==> src/rtl/awd_pkg.sv <==
package awd_pkg;
  localparam int DATA_W   = 12;
  localparam int REG_W    = 16;
  localparam int CHAN_W   = 5;
  localparam int NUM_CHAN = 18;

  typedef enum int {
    THR_LO = 0,
    THR_HI = 1
  } thr_idx_e;

  localparam int NUM_THR = 2;
endpackage

==> src/rtl/awd_cfg_regs.sv <==
module awd_cfg_regs
  import awd_pkg::*;
#(
  parameter int DATA_W   = awd_pkg::DATA_W,
  parameter int REG_W    = awd_pkg::REG_W,
  parameter int CHAN_W   = awd_pkg::CHAN_W,
  parameter int NUM_CHAN = awd_pkg::NUM_CHAN
) (
  input  logic              clk_i,
  input  logic              rst_ni,
  input  logic              lo_we_i,
  input  logic [REG_W-1:0]  lo_wdata_i,
  input  logic              hi_we_i,
  input  logic [REG_W-1:0]  hi_wdata_i,
  input  logic              sel_we_i,
  input  logic [CHAN_W-1:0] sel_wdata_i,
  input  logic              ien_we_i,
  input  logic              ien_wdata_i,
  output logic [DATA_W-1:0] lo_o,
  output logic [DATA_W-1:0] hi_o,
  output logic [CHAN_W-1:0] sel_o,
  output logic              ien_o
);
  localparam logic [CHAN_W-1:0] SEL_MAX = CHAN_W'(NUM_CHAN - 1);

  logic [NUM_THR-1:0] thr_we;
  logic [REG_W-1:0]   thr_wdata [NUM_THR];
  logic [DATA_W-1:0]  thr_q     [NUM_THR];

  assign thr_we[THR_LO]    = lo_we_i;
  assign thr_we[THR_HI]    = hi_we_i;
  assign thr_wdata[THR_LO] = lo_wdata_i;
  assign thr_wdata[THR_HI] = hi_wdata_i;

  for (genvar g = 0; g < NUM_THR; g++) begin : g_thr
    // low bound resets to zero, high bound to full scale: window initially open
    localparam logic [DATA_W-1:0] RST_VAL = (g == int'(THR_HI)) ? '1 : '0;
    logic [REG_W-DATA_W-1:0] unused_upper;
    assign unused_upper = thr_wdata[g][REG_W-1:DATA_W];

    always_ff @(posedge clk_i or negedge rst_ni) begin
      if (!rst_ni)         thr_q[g] <= RST_VAL;
      else if (thr_we[g])  thr_q[g] <= thr_wdata[g][DATA_W-1:0];
    end
  end

  assign lo_o = thr_q[THR_LO];
  assign hi_o = thr_q[THR_HI];

  // out-of-range channel codes are dropped
  always_ff @(posedge clk_i or negedge rst_ni) begin
    if (!rst_ni)                               sel_o <= '0;
    else if (sel_we_i && sel_wdata_i <= SEL_MAX) sel_o <= sel_wdata_i;
  end

  always_ff @(posedge clk_i or negedge rst_ni) begin
    if (!rst_ni)       ien_o <= 1'b0;
    else if (ien_we_i) ien_o <= ien_wdata_i;
  end
endmodule

==> src/rtl/awd_window_cmp.sv <==
module awd_window_cmp #(
  parameter int DATA_W = awd_pkg::DATA_W,
  parameter int CHAN_W = awd_pkg::CHAN_W
) (
  input  logic              valid_i,
  input  logic [DATA_W-1:0] data_i,
  input  logic [CHAN_W-1:0] chan_i,
  input  logic [DATA_W-1:0] lo_i,
  input  logic [DATA_W-1:0] hi_i,
  input  logic [CHAN_W-1:0] sel_i,
  output logic              hit_o
);
  logic guarded, below, above;

  assign guarded = valid_i && (chan_i == sel_i);
  // unsigned, bounds inclusive
  assign below   = data_i < lo_i;
  assign above   = data_i > hi_i;
  assign hit_o   = guarded && (below || above);
endmodule

==> src/rtl/awd_event_flag.sv <==
module awd_event_flag (
  input  logic clk_i,
  input  logic rst_ni,
  input  logic set_i,
  input  logic clr_i,
  input  logic ien_i,
  output logic flag_o,
  output logic irq_o
);
  always_ff @(posedge clk_i or negedge rst_ni) begin
    if (!rst_ni)    flag_o <= 1'b0;
    else if (set_i) flag_o <= 1'b1;   // set beats clear
    else if (clr_i) flag_o <= 1'b0;
  end

  always_ff @(posedge clk_i or negedge rst_ni) begin
    if (!rst_ni) irq_o <= 1'b0;
    else         irq_o <= flag_o & ien_i;
  end
endmodule

==> src/rtl/awd_monitor.sv <==
module awd_monitor #(
  parameter int DATA_W   = awd_pkg::DATA_W,
  parameter int REG_W    = awd_pkg::REG_W,
  parameter int CHAN_W   = awd_pkg::CHAN_W,
  parameter int NUM_CHAN = awd_pkg::NUM_CHAN
) (
  input  logic              clk_i,
  input  logic              rst_ni,
  input  logic              conv_valid_i,
  input  logic [DATA_W-1:0] conv_data_i,
  input  logic [CHAN_W-1:0] conv_chan_i,
  input  logic              lo_we_i,
  input  logic [REG_W-1:0]  lo_wdata_i,
  input  logic              hi_we_i,
  input  logic [REG_W-1:0]  hi_wdata_i,
  input  logic              sel_we_i,
  input  logic [CHAN_W-1:0] sel_wdata_i,
  input  logic              ien_we_i,
  input  logic              ien_wdata_i,
  input  logic              clr_i,
  output logic              flag_o,
  output logic              irq_o
);
  logic [DATA_W-1:0] lo_q, hi_q;
  logic [CHAN_W-1:0] sel_q;
  logic              ien_q;
  logic              hit;

  awd_cfg_regs #(
    .DATA_W(DATA_W), .REG_W(REG_W), .CHAN_W(CHAN_W), .NUM_CHAN(NUM_CHAN)
  ) i_cfg (
    .clk_i       (clk_i),
    .rst_ni      (rst_ni),
    .lo_we_i     (lo_we_i),
    .lo_wdata_i  (lo_wdata_i),
    .hi_we_i     (hi_we_i),
    .hi_wdata_i  (hi_wdata_i),
    .sel_we_i    (sel_we_i),
    .sel_wdata_i (sel_wdata_i),
    .ien_we_i    (ien_we_i),
    .ien_wdata_i (ien_wdata_i),
    .lo_o        (lo_q),
    .hi_o        (hi_q),
    .sel_o       (sel_q),
    .ien_o       (ien_q)
  );

  awd_window_cmp #(.DATA_W(DATA_W), .CHAN_W(CHAN_W)) i_cmp (
    .valid_i (conv_valid_i),
    .data_i  (conv_data_i),
    .chan_i  (conv_chan_i),
    .lo_i    (lo_q),
    .hi_i    (hi_q),
    .sel_i   (sel_q),
    .hit_o   (hit)
  );

  awd_event_flag i_flag (
    .clk_i  (clk_i),
    .rst_ni (rst_ni),
    .set_i  (hit),
    .clr_i  (clr_i),
    .ien_i  (ien_q),
    .flag_o (flag_o),
    .irq_o  (irq_o)
  );
endmodule

==> config.mk <==
export PLATFORM = sky130hd
export DESIGN_NAME = awd_monitor
export DESIGN_NICKNAME = d
export VERILOG_FILES = /design/src/rtl/awd_pkg.sv /design/src/rtl/awd_cfg_regs.sv /design/src/rtl/awd_window_cmp.sv /design/src/rtl/awd_event_flag.sv /design/src/rtl/awd_monitor.sv
export SDC_FILE = /design/constraint.sdc
export NUM_CORES = 1
export LEC_CHECK = 0
export BUFFER_PORTS_ARGS = -buffer_cell sky130_fd_sc_hd__buf_2
export CORE_MARGIN = 2
export CORE_UTILIZATION = 40
export CTS_CLUSTER_DIAMETER = 30
export DETAILED_ROUTE_END_ITERATION = 12
export PLACE_DENSITY = 0.65
export SETUP_SLACK_MARGIN = 0.1
export SLEW_MARGIN = 20
export SYNTH_ARGS = -nofsm -noshare
export SYNTH_HDL_FRONTEND = slang
export SYNTH_SLANG_ARGS = --single-unit
export TNS_END_PERCENT = 100
==> constraint.sdc <==
create_clock -name clk_i -period 2.9 [get_ports clk_i]
set_input_delay 0.435 -clock clk_i [delete_from_list [all_inputs] [get_ports clk_i]]
set_output_delay 0.435 -clock clk_i [all_outputs]
set_load 0.01 [all_outputs]
==> results.sh, run 1 <==
export IMPL_grt_overflow=0
export IMPL_io_buffers=56
export IMPL_reg2reg_depth=7
export IMPL_via_per_inst=4.91
export IMPL_cts_resized_gates=0
export IMPL_p_leak_nw=1.13
export IMPL_syn_to_final_growth_pct=24.1
export IMPL_ctsHoldBuffers=0
export IMPL_pre_cts_ws_ps=1040
export IMPL_swShare=0.258
export IMPL_synth_top_area_cell="dfrtp_1"
export IMPL_p_per_area_mw_per_mm2=499
export IMPL_ios=65
export IMPL_grt_pass1_wl_um=6170
export IMPL_wl_per_cell_um=12.5
export IMPL_status="complete, no violations"
export IMPL_synth_seq_area_share=0.457
export IMPL_synth_area_leaders="dfrtp_1 28%, dfstp_2 18%, ha_1 16%"
export IMPL_nets=324
export IMPL_drc=0
export IMPL_root_buffer="clkbuf_8"
export IMPL_track_usage=0.162
export IMPL_hold_path_class="primary input to asynchronous set/reset pin"
export IMPL_cell_internal_pwr_uw=820
export IMPL_final_min_clock_period_ps=1820
export IMPL_diodes=0
export IMPL_cts_buffer_depth=2
export IMPL_worstMarginPinSlew_ps=701
export IMPL_report_final_hold_viol_count=0
export IMPL_chipWidth_um=70.8
export IMPL_worstSetupPathType="flip-flop to flip-flop"
export IMPL_synthCells=179
export IMPL_syn_num_nets=265
export IMPL_finClkSkew_ps=7.22
export IMPL_start_util=0.413
export IMPL_relSlewSlack=0.533
export IMPL_combPwrFrac=0.193
export IMPL_cp_required_ps=3050
export IMPL_postSynthAreaPerCell_sq_um=9.97
export IMPL_final_max_slew_viol_count=0
export IMPL_cts_sink_count=32
export IMPL_drtAntennaViolNets=0
export IMPL_setup_viol=0
export IMPL_drive_gt1_frac=0.356
export IMPL_postCtsSetupBuffers=0
export IMPL_tritoncts="built"
export IMPL_yosysMostFrequentCell="nand2_1"
export IMPL_synth_top_cell_area_share=0.280
export IMPL_timing_final_crit_share=0.627
export IMPL_cts_htree_levels=2
export IMPL_netlist_area_sq_mm=0.00179
export IMPL_maxCapViolCount=0
export IMPL_wl_um=3630
export IMPL_grt_max_degree=33
export IMPL_critPathLaunchType="flip-flop"
export IMPL_fmax_mhz=550
export IMPL_cp_max_fo=2
export IMPL_synth_common_cells="26 x nand2_1, 24 x inv_1, 23 x ha_1, 23 x o21ai_0, 20 x dfrtp_1"
export IMPL_end_kind="flip-flop"
export IMPL_first_pass_iters=4
export IMPL_tns_ps=0
export IMPL_drt_initial_drc_count=57
export IMPL_die_y_um=70.8
export IMPL_fin_ws_ps=1080
export IMPL_p_clk_frac=0.338
export IMPL_ys_warnings_count=0
export IMPL_rsz0062_at_grt="false"
export IMPL_clk_pin_slew_ps=70
export IMPL_ir_drop_v=0.000292
export IMPL_core_area_sq_mm=0.00432
export IMPL_clk_insertion_delay_late_ps=280
export IMPL_seqPwrFrac=0.469
export IMPL_num_vias=1428
export IMPL_grt_antenna_before_repair=0
export IMPL_n_fill_cell=440
export IMPL_synthArstFlopShare=1.00
export IMPL_ys_seq_elements=32
export IMPL_cts_made_buffers=5
export IMPL_ys_flop_type="dfrtp_1"
export IMPL_gp_congestion=0.705
export IMPL_switchingPower_uw=285
export IMPL_rows=24
export IMPL_synth_edf_count=0
export IMPL_ys_types=28
export IMPL_dpl_hpwl_um=2840
export IMPL_worstPathArrival_ps=1970
export IMPL_die_area_sq_mm=0.00501
export IMPL_grt_pass1_vias=1457
[worst max-delay path, cell delays in order (launching register included)]
cell and delay (ps):
dfstp_2 520, inv_1 40, ha_1 280, a21o_1 180
a21oi_1 130, nor2b_1 60, nor4_1 340, o221ai_2 140
[layer usage]
| layer | GRT usage | share of wire |
|---|---|---|
| met1 | 0.193 | 0.43 |
| met2 | 0.260 | 0.46 |
| met3 | 0.0670 | 0.094 |
| met4 | 0.0692 | 0.015 |
| met5 | 0 | 0 |
[worst paths after layout]
path | startpoint | end | slack, ps
min in group clk_i | lo_wdata_i[0] | i_cfg.lo_o[0] | 360
worst max-delay path | i_cfg.hi_o[9] | i_flag.flag_o | 1080
worst min register to register | i_cfg.ien_o | i_flag.irq_o | 490
worst max register to register | i_cfg.hi_o[9] | i_flag.flag_o | 1080
max in group asynchronous | rst_ni | i_cfg.ien_o | 2250
worst min-delay path | rst_ni | i_cfg.lo_o[4] | 190
[cells in the final DEF (no fill, tap or decap), drive strengths merged]
master / synthesis / final
xor2: 4 / 4
nor4: 2 / 2
nor3: 1 / 1
nor2: 2 / 2
nand3: 2 / 2
mux2: 7 / 7
ha: 23 / 23
o221ai: 1 / 1
dfstp: 12 / 12
a21o: 4 / 4
and2: 1 / 1
nor2b: 2 / 2
a21oi: 6 / 6
or2b: 1 / 1
buf: 0 / 56
o211ai: 2 / 2
dfrtp: 20 / 20
clkbuf: 4 / 8
nand4: 4 / 4
o31ai: 1 / 1
nand2: 26 / 26
a2111o: 1 / 1
xnor2: 1 / 1
inv: 24 / 24
a211oi: 3 / 3
a211o: 1 / 1
o21ai: 23 / 23
or2: 1 / 1
[cell families after synthesis]
kind of cell | Yosys count | share of synthesized area
compound gates | 42 | 0.147
xor+xnor | 5 | 0.0245
simple gates | 42 | 0.107
buf+inv | 28 | 0.0589
mux | 7 | 0.0442
flops | 32 | 0.457
fa+ha+maj | 23 | 0.161
[flip-flops by register name, summed over array words and instances (netlist names)]
signal         flops
i_cfg.hi_o        12
i_cfg.lo_o        12
i_cfg.sel_o        5
i_cfg.ien_o        1
i_flag.flag_o      1
i_flag.irq_o       1
[final cells by class]
cell class,instances,area [sq um],share of cell area
inverters,24,90.1,0.0407
clock buffers,8,100,0.0452
repair buffers,56,280,0.126
well taps,52,65.1,0.0294
flip-flops and latches,32,816,0.368
multi-input cells,119,865,0.390
[stage by stage]
stage,cell area [sq um],hold WS (ps),power (mW),cells,util
4_1_cts,2220,218,1.12,291,0.512
5_1_grt,2220,244,1.18,291,0.512
3_3_place_gp,2120,465,0.733,283,0.489
2_1_floorplan,1790,139,0.656,179,-
6_report,2220,187,1.11,291,0.512
3_5_place_dp,2120,492,0.742,283,0.489
[power groups by stage]
stage          Clock, mW  Combinational, mW  Sequential (mW)
6_report           0.374              0.213            0.518
3_3_place_gp           0              0.209            0.524
3_5_place_dp           0              0.216            0.526
5_1_grt            0.412              0.248            0.523
4_1_cts            0.387              0.218            0.518
2_1_floorplan          0              0.134            0.522
(Power assumes the default switching activity.)
==> inputs of run 2 (changes only) <==
Clock period 2.9 ns to 1.85 ns, I/O delays scaled along.
==> results.sh, run 2 (same netlist as run 1, synthesis figures left out) <==
export IMPL_wl_per_cell_um=12.3
export IMPL_seqCellArea_sq_um=816
export IMPL_rsz0062_at_grt="false"
export IMPL_syn_to_final_growth_pct=26.2
export IMPL_tns_ps=0
export IMPL_finClkSkew_ps=4.31
export IMPL_p_clk_frac=0.304
export IMPL_p_leak_nw=1.12
export IMPL_ctsHoldBuffers=0
export IMPL_grt_max_degree=33
export IMPL_n_fill_cell=441
export IMPL_ir_drop_v=0.000460
export IMPL_end_kind="flip-flop"
export IMPL_cts_htree_levels=2
export IMPL_drive_gt1_frac=0.385
export IMPL_chipWidth_um=70.8
export IMPL_cp_max_fo=2
export IMPL_switchingPower_uw=450
export IMPL_core_area_sq_mm=0.00432
export IMPL_multi_input_area_sq_um=922
export IMPL_drc=0
export IMPL_dpl_hpwl_um=2820
export IMPL_rows=24
export IMPL_diodes=0
export IMPL_start_util=0.413
export IMPL_clk_insertion_delay_late_ps=280
export IMPL_final_cell_mix="56 x buf_2, 26 x nand2_1, 23 x o21ai_0, 22 x inv_1"
export IMPL_setup_viol=0
export IMPL_track_usage=0.154
export IMPL_worstMarginPinSlew_ps=706
export IMPL_timing_final_crit_share=0.900
export IMPL_critPathLaunchType="flip-flop"
export IMPL_drt_initial_drc_count=63
export IMPL_worstSetupPathType="flip-flop to flip-flop"
export IMPL_relSlewSlack=0.529
export IMPL_swShare=0.269
export IMPL_drtAntennaViolNets=0
export IMPL_combPwrFrac=0.211
export IMPL_gp_congestion=0.704
export IMPL_seqPwrFrac=0.486
export IMPL_clk_pin_slew_ps=60
export IMPL_fmax_mhz=601
export IMPL_postCtsSetupBuffers=0
export IMPL_grt_pass1_wl_um=5950
export IMPL_worstPathArrival_ps=1820
export IMPL_final_common_cell="buf_2"
export IMPL_maxCapViolCount=0
export IMPL_num_vias=1419
export IMPL_grt_antenna_before_repair=0
export IMPL_p_per_area_mw_per_mm2=743
export IMPL_final_min_clock_period_ps=1660
export IMPL_hold_path_class="primary input to asynchronous set/reset pin"
export IMPL_grt_pass1_vias=1328
export IMPL_cts_sink_count=32
export IMPL_die_area_sq_mm=0.00501
export IMPL_final_max_slew_viol_count=0
export IMPL_wl_um=3580
export IMPL_cts_made_buffers=5
export IMPL_cts_buffer_depth=2
export IMPL_cp_required_ps=2000
export IMPL_postLayoutCellArea_sq_mm=0.00225
export IMPL_status="complete, no violations"
export IMPL_root_buffer="clkbuf_8"
export IMPL_io_buffers=56
export IMPL_die_y_um=70.8
export IMPL_first_pass_iters=4
export IMPL_report_final_hold_viol_count=0
export IMPL_placed_area_sq_mm=0.00212
export IMPL_cell_internal_pwr_mw=1.22
export IMPL_grt_overflow=0
export IMPL_via_per_inst=4.88
export IMPL_ios=65
export IMPL_nets=324
export IMPL_tritoncts="built"
==> run 2: cell count changes in the layout (fill, tap and decap cells not counted), moves of 2 or more <==
cell / change
ha_1: -3
ha_4: +3
clkbuf_1: +2
clkbuf_8: -2
inv_1: -2
inv_2: +2
==> run 2: area by class of cell <==
class,count,area share
Timing Repair Buffer,56,0.124
Multi-Input combinational cell,119,0.409
Sequential cell,32,0.362
Inverter,24,0.0400
Clock buffer,8,0.0355
Tap cell,52,0.0289
==> run 2: per-layer routing <==
metal / vias to the layer above / GRT usage / part of all wire
met1: 639 / 0.207 / 0.46
met5: - / 0 / 0
li1: 728 / - / -
met2: 46 / 0.236 / 0.45
met4: 0 / 0.0566 / 0.014
met3: 6 / 0.0484 / 0.075
==> run 2: path summary, 6_finish.rpt <==
| path | startpoint | endpoint | slack (ps) | cells past startpoint |
|---|---|---|---|---|
| worst max-delay path | i_cfg.hi_o[9] | i_flag.flag_o | 190 | 7 |
| worst min-delay path | rst_ni | i_cfg.lo_o[4] | 40 | 1 |
| worst max register to register | i_cfg.hi_o[9] | i_flag.flag_o | 190 | 7 |
| worst min register to register | i_cfg.ien_o | i_flag.irq_o | 490 | 1 |
| max in group asynchronous | rst_ni | i_flag.flag_o | 1350 | 1 |
| min in group clk_i | lo_wdata_i[10] | i_cfg.lo_o[10] | 200 | 3 |
==> run 2: worst max-delay path: stages, from the launching register on <==
cell and delay, ps:
dfstp_2 530, inv_2 40, ha_4 200, a21o_1 180
a21oi_2 100, nor2b_1 60, nor4_2 290, o221ai_2 130
==> run 2: power by group through the flow <==
stage | clock (mW) | sequential [mW] | combinational (mW)
3_5_place_dp | 0 | 0.824 | 0.339
5_1_grt | 0.557 | 0.818 | 0.410
4_1_cts | 0.524 | 0.813 | 0.348
2_1_floorplan | 0 | 0.818 | 0.210
6_report | 0.508 | 0.813 | 0.353
3_3_place_gp | 0 | 0.822 | 0.328
==> run 2: timing repair <==
item / in CTS / in global routing
resized for setup: 2 / 7
setup endpoints to repair: 1 / 1
pin swaps: 2 / 6
endpoints found under the hold margin: 0 / 0
==> run 2: stage by stage <==
step	power, mW	instances	worst slack [ps]	hold WS (ps)	utilization
floorplan	1.03	179	154	-18.1	-
global placement	1.15	283	98.8	370	0.489
detailed placement	1.16	283	32.0	373	0.489
CTS	1.68	291	105	68.6	0.512
global route	1.79	291	101	116	0.521
finish	1.67	291	186	44.7	0.521
==> inputs of run 3 (changes only) <==
Settings changed: ABC_AREA from default to 1, PLACE_DENSITY 0.65 to 0.64.
==> results.sh, run 3 <==
export IMPL_status="complete, no violations"
export IMPL_die_area_sq_mm=0.00529
export IMPL_ys_seq_elements=32
export IMPL_cts_buffer_depth=2
export IMPL_setup_viol=0
export IMPL_rsz0062_at_grt="false"
export IMPL_hold_path_class="primary input to asynchronous set/reset pin"
export IMPL_slowest_stage="dfstp_2"
export IMPL_num_vias=1596
export IMPL_drt_initial_drc_count=77
export IMPL_syn_to_final_growth_pct=23.4
export IMPL_synth_edf_count=0
export IMPL_syn_num_nets=315
export IMPL_synth_top_cell_area_share=0.265
export IMPL_yosysMostFrequentCell="nand2_1"
export IMPL_pre_cts_ws_ps=254
export IMPL_netlist_area_sq_mm=0.00189
export IMPL_ios=65
export IMPL_path_buf_inv=1
export IMPL_worstPathArrival_ps=1800
export IMPL_drive_gt1_frac=0.298
export IMPL_worstMarginPinSlew_ps=704
export IMPL_core_area_sq_mm=0.00463
export IMPL_cp_max_fo=3
export IMPL_synth_top_area_cell="dfrtp_1"
export IMPL_start_util=0.408
export IMPL_gp_congestion=0.721
export IMPL_grt_pass1_wl_um=6110
export IMPL_tns_ps=0
export IMPL_rows=25
export IMPL_cts_htree_levels=2
export IMPL_critPathLaunchType="flip-flop"
export IMPL_grt_max_degree=33
export IMPL_track_usage=0.150
export IMPL_end_kind="flip-flop"
export IMPL_final_max_slew_viol_count=0
export IMPL_first_pass_iters=5
export IMPL_via_per_inst=4.65
export IMPL_dpl_hpwl_um=2940
export IMPL_timing_final_crit_share=0.870
export IMPL_cp_required_ps=2040
export IMPL_crit_path_frequent_cell="nand2_1"
export IMPL_worstSetupPathType="flip-flop to flip-flop"
export IMPL_n_fill_cell=469
export IMPL_cts_sink_count=32
export IMPL_maxCapViolCount=0
export IMPL_synth_common_cells="60 x nand2_1, 40 x inv_1, 24 x o21ai_0"
export IMPL_drc=0
export IMPL_final_common_cell="nand2_1"
export IMPL_synth_seq_area_share=0.432
export IMPL_fin_ws_ps=240
export IMPL_grt_overflow=0
export IMPL_fmax_mhz=621
export IMPL_postSynthAreaPerCell_sq_um=8.26
export IMPL_wl_per_cell_um=10.7
export IMPL_io_buffers=56
export IMPL_cts_made_buffers=5
export IMPL_wl_um=3680
export IMPL_final_min_clock_period_ps=1610
export IMPL_ctsHoldBuffers=0
export IMPL_synth_area_leaders="dfrtp_1 26%, dfstp_2 17%, ha_1 15%"
export IMPL_ys_warnings_count=0
export IMPL_final_cell_mix="60 x nand2_1, 56 x buf_2, 40 x inv_1, 24 x o21ai_0, 23 x ha_1"
export IMPL_cts_resized_gates=0
export IMPL_ys_flop_type="dfrtp_1"
export IMPL_relSlewSlack=0.531
export IMPL_clk_pin_slew_ps=70
export IMPL_synthCells=229
export IMPL_grt_pass1_vias=1406
export IMPL_finClkSkew_ps=6.41
export IMPL_p_leak_nw=1.31
export IMPL_ys_types=23
export IMPL_clk_insertion_delay_late_ps=290
export IMPL_synthArstFlopShare=1.00
export IMPL_diodes=0
export IMPL_ir_drop_v=0.000402
export IMPL_report_final_hold_viol_count=0
export IMPL_tritoncts="built"
export IMPL_p_per_area_mw_per_mm2=789
export IMPL_die_y_um=72.8
export IMPL_root_buffer="clkbuf_8"
export IMPL_critical_path_cell_chain="inv_1 -> ha_1 -> nand4_1 -> nor2_4 -> nand4_1 -> nand2_1 -> nand2_1 -> nand2_1 -> nand2_1"
export IMPL_drtAntennaViolNets=0
export IMPL_grt_antenna_before_repair=0
export IMPL_cpPeakStageDelay_ps=520
export IMPL_chipWidth_um=72.8
export IMPL_nets=374
export IMPL_path_delay_family="simple AND/OR/NAND/NOR gates"
export IMPL_postCtsSetupBuffers=0
[run 3: cell families (layout without fill, tap and decap cells)]
group / Yosys count / count (layout) / synth area share
buffers and inverters: 47 / 107 / 0.0946
DFF: 32 / 32 / 0.432
and+or+nand+nor: 81 / 81 / 0.183
AOI/OAI and AO/OA: 44 / 44 / 0.127
adders and majority gates: 23 / 23 / 0.152
muxes: 2 / 2 / 0.0119
[run 3: cell type report]
class,instances,area (sq um),share of cell area
Timing Repair Buffer,56,280,0.120
Multi-Input combinational cell,150,896,0.384
Clock buffer,5,68.8,0.0295
Inverter,43,161,0.0692
Sequential cell,32,816,0.350
Tap cell,54,67.6,0.0290
Clock inverter,3,42.5,0.0182
[run 3: final timing paths]
check / from / end / slack, ps / depth (start not counted)
min in group clk_i: lo_wdata_i[5] / i_cfg.lo_o[5] / 190 / 3
worst min-delay path: rst_ni / i_cfg.lo_o[0] / 40 / 1
max in group asynchronous: rst_ni / i_cfg.sel_o[4] / 1370 / 1
worst min register to register: i_cfg.ien_o / i_flag.irq_o / 470 / 2
worst max register to register: i_cfg.hi_o[7] / i_flag.flag_o / 240 / 9
worst max-delay path: i_cfg.hi_o[7] / i_flag.flag_o / 240 / 9
[run 3: per-layer routing]
metal / track usage / part of all wire / up-vias
met5: 0 / 0 / -
met4: 0.0617 / 0.014 / 0
met3: 0.0373 / 0.042 / 5
met2: 0.230 / 0.48 / 38
met1: 0.204 / 0.47 / 710
li1: - / - / 843
[run 3: power breakdown]
part	internal [mW]	switching (mW)	total, mW
sequential	0.782	0.0207	0.803
clock	0.398	0.274	0.672
combinational	0.156	0.209	0.365
[run 3: stage by stage]
step                      utilization  hold WS, ps  total power [mW]  instances  instance area (sq um)
after CTS                       0.504         73.6              1.86        343                   2330
after global placement          0.480          369              1.17        335                   2220
final                           0.504         39.9              1.84        343                   2330
after floorplan                     -        -18.1              1.04        229                   1890
after detailed placement        0.480          384              1.19        335                   2220
after global routing            0.504         91.8              1.96        343                   2330
